==> src/rtl/rmw_pkg.sv <==
package rmw_pkg;

   typedef enum logic [2:0] {
      ST_IDLE,
      ST_READ,
      ST_WAIT,
      ST_MERGE,
      ST_WRITE,
      ST_DONE
   } rmw_state_e;

   // number of Hamming bits needed to cover dw data bits
   function automatic int ham_bits(input int dw);
      for (int k = 1; k < 16; k++) begin
         if ((1 << k) >= dw + k + 1) return k;
      end
      return 16;
   endfunction

   // codeword position of data bit idx (non-powers of two from 3 upward)
   function automatic int data_pos(input int idx);
      int cnt;
      cnt = 0;
      for (int p = 3; p < 1024; p++) begin
         if ((p & (p - 1)) != 0) begin
            if (cnt == idx) return p;
            cnt++;
         end
      end
      return 0;
   endfunction

endpackage

==> src/rtl/secded_enc.sv <==
module secded_enc #(
   parameter int DATA_W = 64,
   localparam int HAM_W = rmw_pkg::ham_bits(DATA_W),
   localparam int CHK_W = HAM_W + 1
) (
   input  logic [DATA_W-1:0] data,
   output logic [CHK_W-1:0]  chk
);

   function automatic logic [DATA_W-1:0] col_mask(input int c);
      logic [DATA_W-1:0] m;
      for (int d = 0; d < DATA_W; d++) begin
         m[d] = ((rmw_pkg::data_pos(d) >> c) & 1) == 1;
      end
      return m;
   endfunction

   logic [HAM_W-1:0] ham;

   for (genvar c = 0; c < HAM_W; c++) begin : g_col
      localparam logic [DATA_W-1:0] MASK = col_mask(c);
      assign ham[c] = ^(data & MASK);
   end

   assign chk = {(^data) ^ (^ham), ham};

endmodule

==> src/rtl/secded_dec.sv <==
module secded_dec #(
   parameter int DATA_W = 64,
   localparam int HAM_W = rmw_pkg::ham_bits(DATA_W),
   localparam int CHK_W = HAM_W + 1
) (
   input  logic [DATA_W-1:0] data_in,
   input  logic [CHK_W-1:0]  chk_in,
   output logic [DATA_W-1:0] data_out,
   output logic              single_err,
   output logic              multi_err
);

   logic [CHK_W-1:0] recomp;
   logic [HAM_W-1:0] syn;
   logic             par;
   logic             out_of_range;
   logic             fix_en;

   secded_enc #(.DATA_W(DATA_W)) u_reenc (
      .data (data_in),
      .chk  (recomp)
   );

   assign syn          = recomp[HAM_W-1:0] ^ chk_in[HAM_W-1:0];
   assign par          = recomp[HAM_W] ^ chk_in[HAM_W] ^ (^syn);
   assign out_of_range = int'(syn) > (DATA_W + HAM_W);
   assign fix_en       = par && !out_of_range;
   assign single_err   = fix_en;
   assign multi_err    = (!par && (syn != '0)) || (par && out_of_range);

   for (genvar d = 0; d < DATA_W; d++) begin : g_fix
      localparam int POS = rmw_pkg::data_pos(d);
      assign data_out[d] = data_in[d] ^ (fix_en && (syn == HAM_W'(POS)));
   end

endmodule

==> src/rtl/rmw_byte_merge.sv <==
module rmw_byte_merge #(
   parameter int DATA_W = 64,
   localparam int BYTES = DATA_W / 8
) (
   input  logic [DATA_W-1:0] old_data,
   input  logic [DATA_W-1:0] new_data,
   input  logic [BYTES-1:0]  be,
   output logic [DATA_W-1:0] merged
);

   for (genvar b = 0; b < BYTES; b++) begin : g_byte
      assign merged[b*8 +: 8] = be[b] ? new_data[b*8 +: 8] : old_data[b*8 +: 8];
   end

endmodule

==> src/rtl/rmw_merge_unit.sv <==
module rmw_merge_unit #(
   parameter int DATA_W = 64,
   parameter int ADDR_W = 32,
   localparam int BYTES = DATA_W / 8,
   localparam int CHK_W = rmw_pkg::ham_bits(DATA_W) + 1
) (
   input  logic              clk,
   input  logic              rst_n,
   input  logic              req_valid,
   input  logic [ADDR_W-1:0] req_addr,
   input  logic [DATA_W-1:0] req_data,
   input  logic [BYTES-1:0]  req_be,
   output logic              req_ack,
   output logic              ack_err,
   output logic              mem_rd_req,
   output logic              mem_wr_req,
   output logic [ADDR_W-1:0] mem_addr,
   output logic [DATA_W-1:0] mem_wr_data,
   output logic [CHK_W-1:0]  mem_wr_chk,
   output logic [BYTES-1:0]  mem_wr_strb,
   input  logic              mem_rd_valid,
   input  logic [DATA_W-1:0] mem_rd_data,
   input  logic [CHK_W-1:0]  mem_rd_chk,
   output logic              sbe_pulse,
   output logic              mbe_pulse
);
   import rmw_pkg::*;

   if (DATA_W % 8 != 0) begin : g_bad_width
      $error("DATA_W must be a whole number of bytes");
   end
   if (DATA_W < 8 || DATA_W > 512) begin : g_bad_range
      $error("DATA_W must lie between 8 and 512");
   end
   if (ADDR_W < 1) begin : g_bad_addr
      $error("ADDR_W must be positive");
   end

   rmw_state_e        state;
   logic [ADDR_W-1:0] addr_q;
   logic [DATA_W-1:0] host_q;
   logic [BYTES-1:0]  be_q;
   logic [DATA_W-1:0] rd_data_q;
   logic [CHK_W-1:0]  rd_chk_q;
   logic [DATA_W-1:0] wdata_q;
   logic              mask_q;
   logic              sbe_q;
   logic              mbe_q;

   logic [DATA_W-1:0] fixed_data;
   logic              dec_single;
   logic              dec_multi;
   logic [DATA_W-1:0] merged;

   secded_dec #(.DATA_W(DATA_W)) u_dec (
      .data_in    (rd_data_q),
      .chk_in     (rd_chk_q),
      .data_out   (fixed_data),
      .single_err (dec_single),
      .multi_err  (dec_multi)
   );

   rmw_byte_merge #(.DATA_W(DATA_W)) u_merge (
      .old_data (fixed_data),
      .new_data (host_q),
      .be       (be_q),
      .merged   (merged)
   );

   secded_enc #(.DATA_W(DATA_W)) u_enc (
      .data (wdata_q),
      .chk  (mem_wr_chk)
   );

   always_ff @(posedge clk or negedge rst_n) begin
      if (!rst_n) begin
         state     <= ST_IDLE;
         addr_q    <= '0;
         host_q    <= '0;
         be_q      <= '0;
         rd_data_q <= '0;
         rd_chk_q  <= '0;
         wdata_q   <= '0;
         mask_q    <= 1'b0;
         sbe_q     <= 1'b0;
         mbe_q     <= 1'b0;
      end else begin
         sbe_q <= 1'b0;
         mbe_q <= 1'b0;
         unique case (state)
            ST_IDLE: begin
               if (req_valid) begin
                  addr_q <= req_addr;
                  host_q <= req_data;
                  be_q   <= req_be;
                  mask_q <= 1'b0;
                  if (&req_be) begin
                     wdata_q <= req_data;
                     state   <= ST_WRITE;
                  end else begin
                     state   <= ST_READ;
                  end
               end
            end
            ST_READ: state <= ST_WAIT;
            ST_WAIT: begin
               if (mem_rd_valid) begin
                  rd_data_q <= mem_rd_data;
                  rd_chk_q  <= mem_rd_chk;
                  state     <= ST_MERGE;
               end
            end
            ST_MERGE: begin
               wdata_q <= merged;
               mask_q  <= dec_multi;
               sbe_q   <= dec_single;
               mbe_q   <= dec_multi;
               state   <= ST_WRITE;
            end
            ST_WRITE: state <= ST_DONE;
            ST_DONE:  state <= ST_IDLE;
            default:  state <= ST_IDLE;
         endcase
      end
   end

   assign mem_rd_req  = (state == ST_READ);
   assign mem_wr_req  = (state == ST_WRITE);
   assign mem_addr    = addr_q;
   assign mem_wr_data = wdata_q;
   assign mem_wr_strb = mask_q ? '0 : '1;
   assign req_ack     = (state == ST_DONE);
   assign ack_err     = (state == ST_DONE) && mask_q;
   assign sbe_pulse   = sbe_q;
   assign mbe_pulse   = mbe_q;

endmodule

==> config.mk <==
export PLATFORM = sky130hd
export DESIGN_NAME = rmw_merge_unit
export DESIGN_NICKNAME = d
export VERILOG_FILES = /design/src/rtl/rmw_pkg.sv /design/src/rtl/secded_enc.sv /design/src/rtl/secded_dec.sv /design/src/rtl/rmw_byte_merge.sv /design/src/rtl/rmw_merge_unit.sv
export SDC_FILE = /design/constraint.sdc
export NUM_CORES = 1
export LEC_CHECK = 0
export BUFFER_PORTS_ARGS = -buffer_cell sky130_fd_sc_hd__buf_2
export CORE_MARGIN = 2
export CORE_UTILIZATION = 35
export CTS_CLUSTER_DIAMETER = 60
export DETAILED_ROUTE_END_ITERATION = 12
export HOLD_SLACK_MARGIN = 0.12
export SYNTH_ARGS = -nofsm -noshare
export SYNTH_HDL_FRONTEND = slang
export SYNTH_HIERARCHICAL = 1
export SYNTH_SLANG_ARGS = --single-unit
export TNS_END_PERCENT = 30
==> constraint.sdc <==
create_clock -name clk -period 5.3 [get_ports clk]
set_input_delay 0.795 -clock clk [delete_from_list [all_inputs] [get_ports clk]]
set_output_delay 0.795 -clock clk [all_outputs]
set_load 0.02 [all_outputs]
==> impl_metrics.yaml, run 1 <==
floorplan:
  top_level_ports: 298
  rows: 75
  die_h_um: 209
  initial_core_util_pct: 35.3
  die_w_um: 209
  fp.coreArea_um2: 41800
  die-area_um2: 43800
logic_synthesis:
  synth_top_flop_cell: "dfrtp_1"
  synthDistinctLibCells: 42
  yosys_warnings: 6
  postSynthRegisterBits: 246
  synth_common_cells: "nand2_1, dfrtp_1, xnor2_1"
  syn-cell-area_um2: 14700
  yosysSeqAreaShare_pct: 41.8
  syn_area_per_cell_um2: 10.5
  yosys.cell_count.top_type: "nand2_1"
  synthCells: 1407
  yosys-top-cells-area: "dfrtp_1, xnor2_1, nand2_1"
  async_reset_ff_share_pct: 100
  synth_edf_count: 0
  yosysTopAreaCell: "dfrtp_1"
  synth_nets: 1587
  yosysTopAreaCellShare_pct: 41.8
clock_network:
  root_buffer: "clkbuf_16"
  cts_sinks: 246
  postCtsHoldBufs: 0
  cts_buffers: 29
  clk_latency_ns: 0.55
  clkSlewWorstSetupHoldPaths_ns: 0.06
  cts_tree: "yes"
  cts_buffer_depth: 3
  cts_htree_levels: 1
job:
  maxCapViolCount: 0
status:
  outcome: "finished clean"
routing:
  ant_nets: 0
  first_iter_violations: 783
  vias: 10800
  dr.pass1.iters: 5
  drcViolationCount: 0
  routed_wl_mm: 46.5
  vias_per_cell: 4.79
  post_drt_wl_per_cell_um: 20.6
cells_and_area:
  drive_above_1_share_pct: 30.5
  fillers: 4045
  area.growth.synth_to_final_pct: 19.7
  fin_nets: 1867
  multi_input_area_um2: 8160
  ff_latch_area_um2: 6160
worst_setup_path:
  start_kind: "register"
  worstPathMaxFanout: 8
  critPathKind: "reg -> reg"
  required_ns: 5.72
  critPathCaptureType: "register"
  worstPathArrival_ns: 5.41
timing:
  fin_skew_ns: 0.0141
  final_max_slew_viol_count: 0
  maxSlewHeadroom_pct: 33.8
  tns_ns: 0
  rsz0062_at_grt: "no"
  max_freq_mhz: 200
  setup-violations-final: 0
  fin_ws_ns: 0.311
  finalCriticalPeriod_ns: 4.99
  tightest_slew_ns: 0.993
  finalHoldViolCount: 0
  fin_crit_sh_pct: 94.1
hold_path:
  hold_path.class: "in -> async"
placement:
  dp_hpwl_mm: 36.2
  gp_congestion: 0.893
  io_buffers: 297
  post-place-ws_ns: 0.270
global_routing:
  grt_max_degree: 119
  grt_antenna_before_repair: 7
  grt_util_all_layers_pct: 21.1
  grt-ovfl-total: 0
  grt_pass1_wl_mm: 69.4
  grt_pass1_vias: 11100
per-stage QoR:
step	cells	hold WS, ns	cell area [µm²]	utilization, %
floorplan	1407	0.446	14700	-
CTS	2248	0.255	17600	42.2
detailed placement	2195	0.458	16700	40.0
global route	2253	0.271	17600	42.2
finish	2254	0.243	17600	42.2
global placement	2195	0.455	16700	40.0
area by class of cell:
class	instances	share of cell area (%)
multi-input combinational	1084	46.3
inverter	6	0.128
antenna	6	0.0851
timing repair buffer	320	9.67
clock inverter	9	0.348
clock buffer	44	4.77
tap	539	3.82
sequential	246	34.9
cells by family after synthesis:
kind of cell	after synthesis	synth area share, %
AND/OR/NAND/NOR	500	13.5
XOR/XNOR	310	22.7
flip-flops	246	41.8
multiplexers	200	16.4
buffers and inverters	77	3.02
AO/OA/AOI/OAI	74	2.65
layer usage:
metal / part of all wire, % / up-vias / GRT usage, % / wire, µm
li1: - / 5147 / - / -
met1: 47 / 5309 / 30.3 / 22000
met2: 46 / 281 / 33.6 / 21400
met3: 4.4 / 54 / 2.61 / 2050
met4: 2.3 / 0 / 6.03 / 1070
met5: 0 / - / 0 / 0
placed cells by master (no fill, tap or decap), types with 40 or more instances in the layout:
cell type,netlist,layout
nand2_1,366,366
buf_2,17,296
dfrtp_1,246,246
xnor2_1,225,225
nor2_1,88,88
mux2_2,72,72
a21oi_1,66,66
mux2i_1,64,64
mux2_4,64,64
xor2_1,40,40
timing repair:
| item | in CTS | in global routing |
|---|---|---|
| endpoints found under the hold margin | 0 | 0 |
| setup endpoints to repair | 0 | 2 |
| setup buffers | 0 | 0 |
| resized for setup | 0 | 1 |
state kept, by name, summed over array words and instances, names as in the netlist:
signal,count
mbe_pulse,1
rd_data_q,64
mask_q,1
state,3
mem_addr,32
mem_wr_data,64
host_q,64
sbe_pulse,1
rd_chk_q,8
be_q,8
path summary, 6_finish.rpt:
check,from,to,slack [ns],cells after the start
min reg2reg,mem_addr[27],mem_addr[27],0.47,2
max reg2reg,rd_data_q[10],mem_wr_data[18],0.31,14
max,rd_data_q[10],mem_wr_data[18],0.31,14
min,rst_n,mem_addr[21],0.24,1
min in group clk,req_addr[14],mem_addr[14],0.44,3
max in group asynchronous,rst_n,mem_addr[9],3.90,2
worst max-delay path, cell delays in order (launching register included):
cell and delay, ns:
dfrtp_1 0.44, xnor3_2 0.43, xnor2_2 0.20, xnor3_2 0.47, xnor3_1 0.41, xnor3_1 0.41, xnor3_1 0.35, xnor2_1 0.32
xnor3_2 0.45, nor3_4 0.37, nand4_1 0.19, xnor2_1 0.22, mux2_4 0.29, mux2i_1 0.19, a21oi_1 0.10
Power of run 1 is left out: the tool's default activity adds up to more than one toggle a clock period on the data nets, which glitch-free logic cannot reach.
==> inputs of run 2 (changes only) <==
--- a/config.mk
+++ b/config.mk
@@ -11,6 +11,7 @@
 export CTS_CLUSTER_DIAMETER = 60
 export DETAILED_ROUTE_END_ITERATION = 12
 export HOLD_SLACK_MARGIN = 0.12
+export RECOVER_POWER = 50
 export SYNTH_ARGS = -nofsm -noshare
 export SYNTH_HDL_FRONTEND = slang
 export SYNTH_HIERARCHICAL = 1
==> run 2 against run 1 <==
Compared with the run above:
- the flow now finishes with violations (capacitance limit, slew limit)
- via count up 0.45%
- worst setup slack got worse by 0.0063 ns
- count of clock-buffer cells in the layout is the same
- clock skew about the same
- critical path type unchanged
==> impl_metrics.yaml, run 2 (same netlist as run 1, synthesis figures left out) <==
status:
  outcome: "complete, but fails checks"
  violations: "capacitance limit, slew limit"
timing:
  fin_crit_sh_pct: 94.3
  whs_ns: 0.437
  setup-violations-final: 0
  finalCriticalPeriod_ns: 5.00
  fin_skew_ns: 0.0142
  maxSlewHeadroom_pct: -154
  final_max_slew_viol_count: 130
  max_freq_mhz: 200
  finalHoldViolCount: 0
  fin_ws_ns: 0.305
  tns_ns: 0
  rsz0062_at_grt: "no"
  tightest_slew_ns: 3.81
worst_setup_path:
  required_ns: 5.72
  critPathCaptureType: "register"
  start_kind: "register"
  worstPathMaxFanout: 8
  critPathKind: "reg -> reg"
  worstPathArrival_ns: 5.42
floorplan:
  rows: 75
  top_level_ports: 298
  die_w_um: 209
  initial_core_util_pct: 35.3
  die-area_um2: 43800
  fp.coreArea_um2: 41800
  die_h_um: 209
cells_and_area:
  drive_above_1_share_pct: 28.3
  area.growth.synth_to_final_pct: 19.3
  fillers: 4063
  fin_nets: 1867
  final_core_util_pct: 42.1
  final_common_cell: "nand2_1"
  layout_common_cells: "nand2_1, buf_2, dfrtp_1"
clock_network:
  cts_sinks: 246
  cts_buffers: 29
  cts_htree_levels: 1
  clk_latency_ns: 0.55
  cts_tree: "yes"
  clkSlewWorstSetupHoldPaths_ns: 0.06
  root_buffer: "clkbuf_16"
  cts_buffer_depth: 3
global_routing:
  grt_max_degree: 119
  grt_pass1_wl_mm: 69.4
  grt_pass1_vias: 11100
  grt_antenna_before_repair: 7
  grt_util_all_layers_pct: 21.1
  grt-ovfl-total: 0
placement:
  post-place-ws_ns: 0.270
  io_buffers: 297
  dp_hpwl_mm: 36.2
  gp_congestion: 0.893
routing:
  vias: 10800
  ant_nets: 0
  routed_wl_mm: 46.5
  first_iter_violations: 744
  dr.pass1.iters: 5
  drcViolationCount: 0
  post_drt_wl_per_cell_um: 20.6
  vias_per_cell: 4.81
hold_path:
  hold_path.class: "in -> reg"
job:
  maxCapViolCount: 2
run 2: changes by cell type in the layout (fill, tap and decap cells not counted), sizes merged:
cell           previous run  this run
buf                     320       282
clkbuf                   44        81
clkdlybuf4s25             0         1
run 2: path summary, 6_finish.rpt:
check                              start  slack, ns  depth (start not counted)               to
setup reg to reg           rd_data_q[10]       0.30                         14  mem_wr_data[18]
max in group asynchronous          rst_n       0.99                          2  mem_wr_data[15]
setup / recovery           rd_data_q[10]       0.30                         14  mem_wr_data[18]
hold reg to reg             mem_addr[27]       0.47                          2     mem_addr[27]
min in group asynchronous          rst_n       1.79                          1     mem_addr[21]
hold / removal              req_addr[10]       0.44                          3     mem_addr[10]
run 2: critical path, stage by stage, from the launching register on:
cell	delay, ns
dfrtp_1	0.44
xnor3_2	0.43
xnor2_2	0.21
xnor3_2	0.47
xnor3_1	0.41
xnor3_1	0.41
xnor3_1	0.35
xnor2_1	0.32
xnor3_2	0.45
nor3_4	0.37
nand4_1	0.20
xnor2_1	0.23
mux2_4	0.29
mux2i_1	0.19
a21oi_1	0.10
run 2: area by class of cell:
cell class              count  area (µm²)  share of cell area (%)
diodes                      6        15.0                  0.0854
clock buffers              44         842                    4.79
clock inverters             9        61.3                   0.349
inverters                   6        22.5                   0.128
multi-input cells        1084        8160                    46.4
flip-flops and latches    246        6160                    35.0
well taps                 539         674                    3.84
repair buffers            320        1650                    9.36
run 2: metal layers:
layer,up-vias,part of all wire (%),global-route usage [%]
li1,5152,-,-
met1,5352,47,30.3
met2,283,46,33.6
met3,53,4.5,2.61
met4,0,2.3,6.03
met5,-,0,0
run 2: what timing repair did:
action	4_1_cts	5_1_grt
buffers inserted	0	0
hold buffers	0	0
gates resized for setup	0	1
setup endpoints to repair	0	2
run 2: per-stage QoR:
step	instances	area, µm²
4_1_cts	2248	17600
2_1_floorplan	1407	14700
6_report	2254	17600
5_1_grt	2253	17600
3_5_place_dp	2195	16700
3_3_place_gp	2195	16700
Power of run 2 is left out for the same reason.
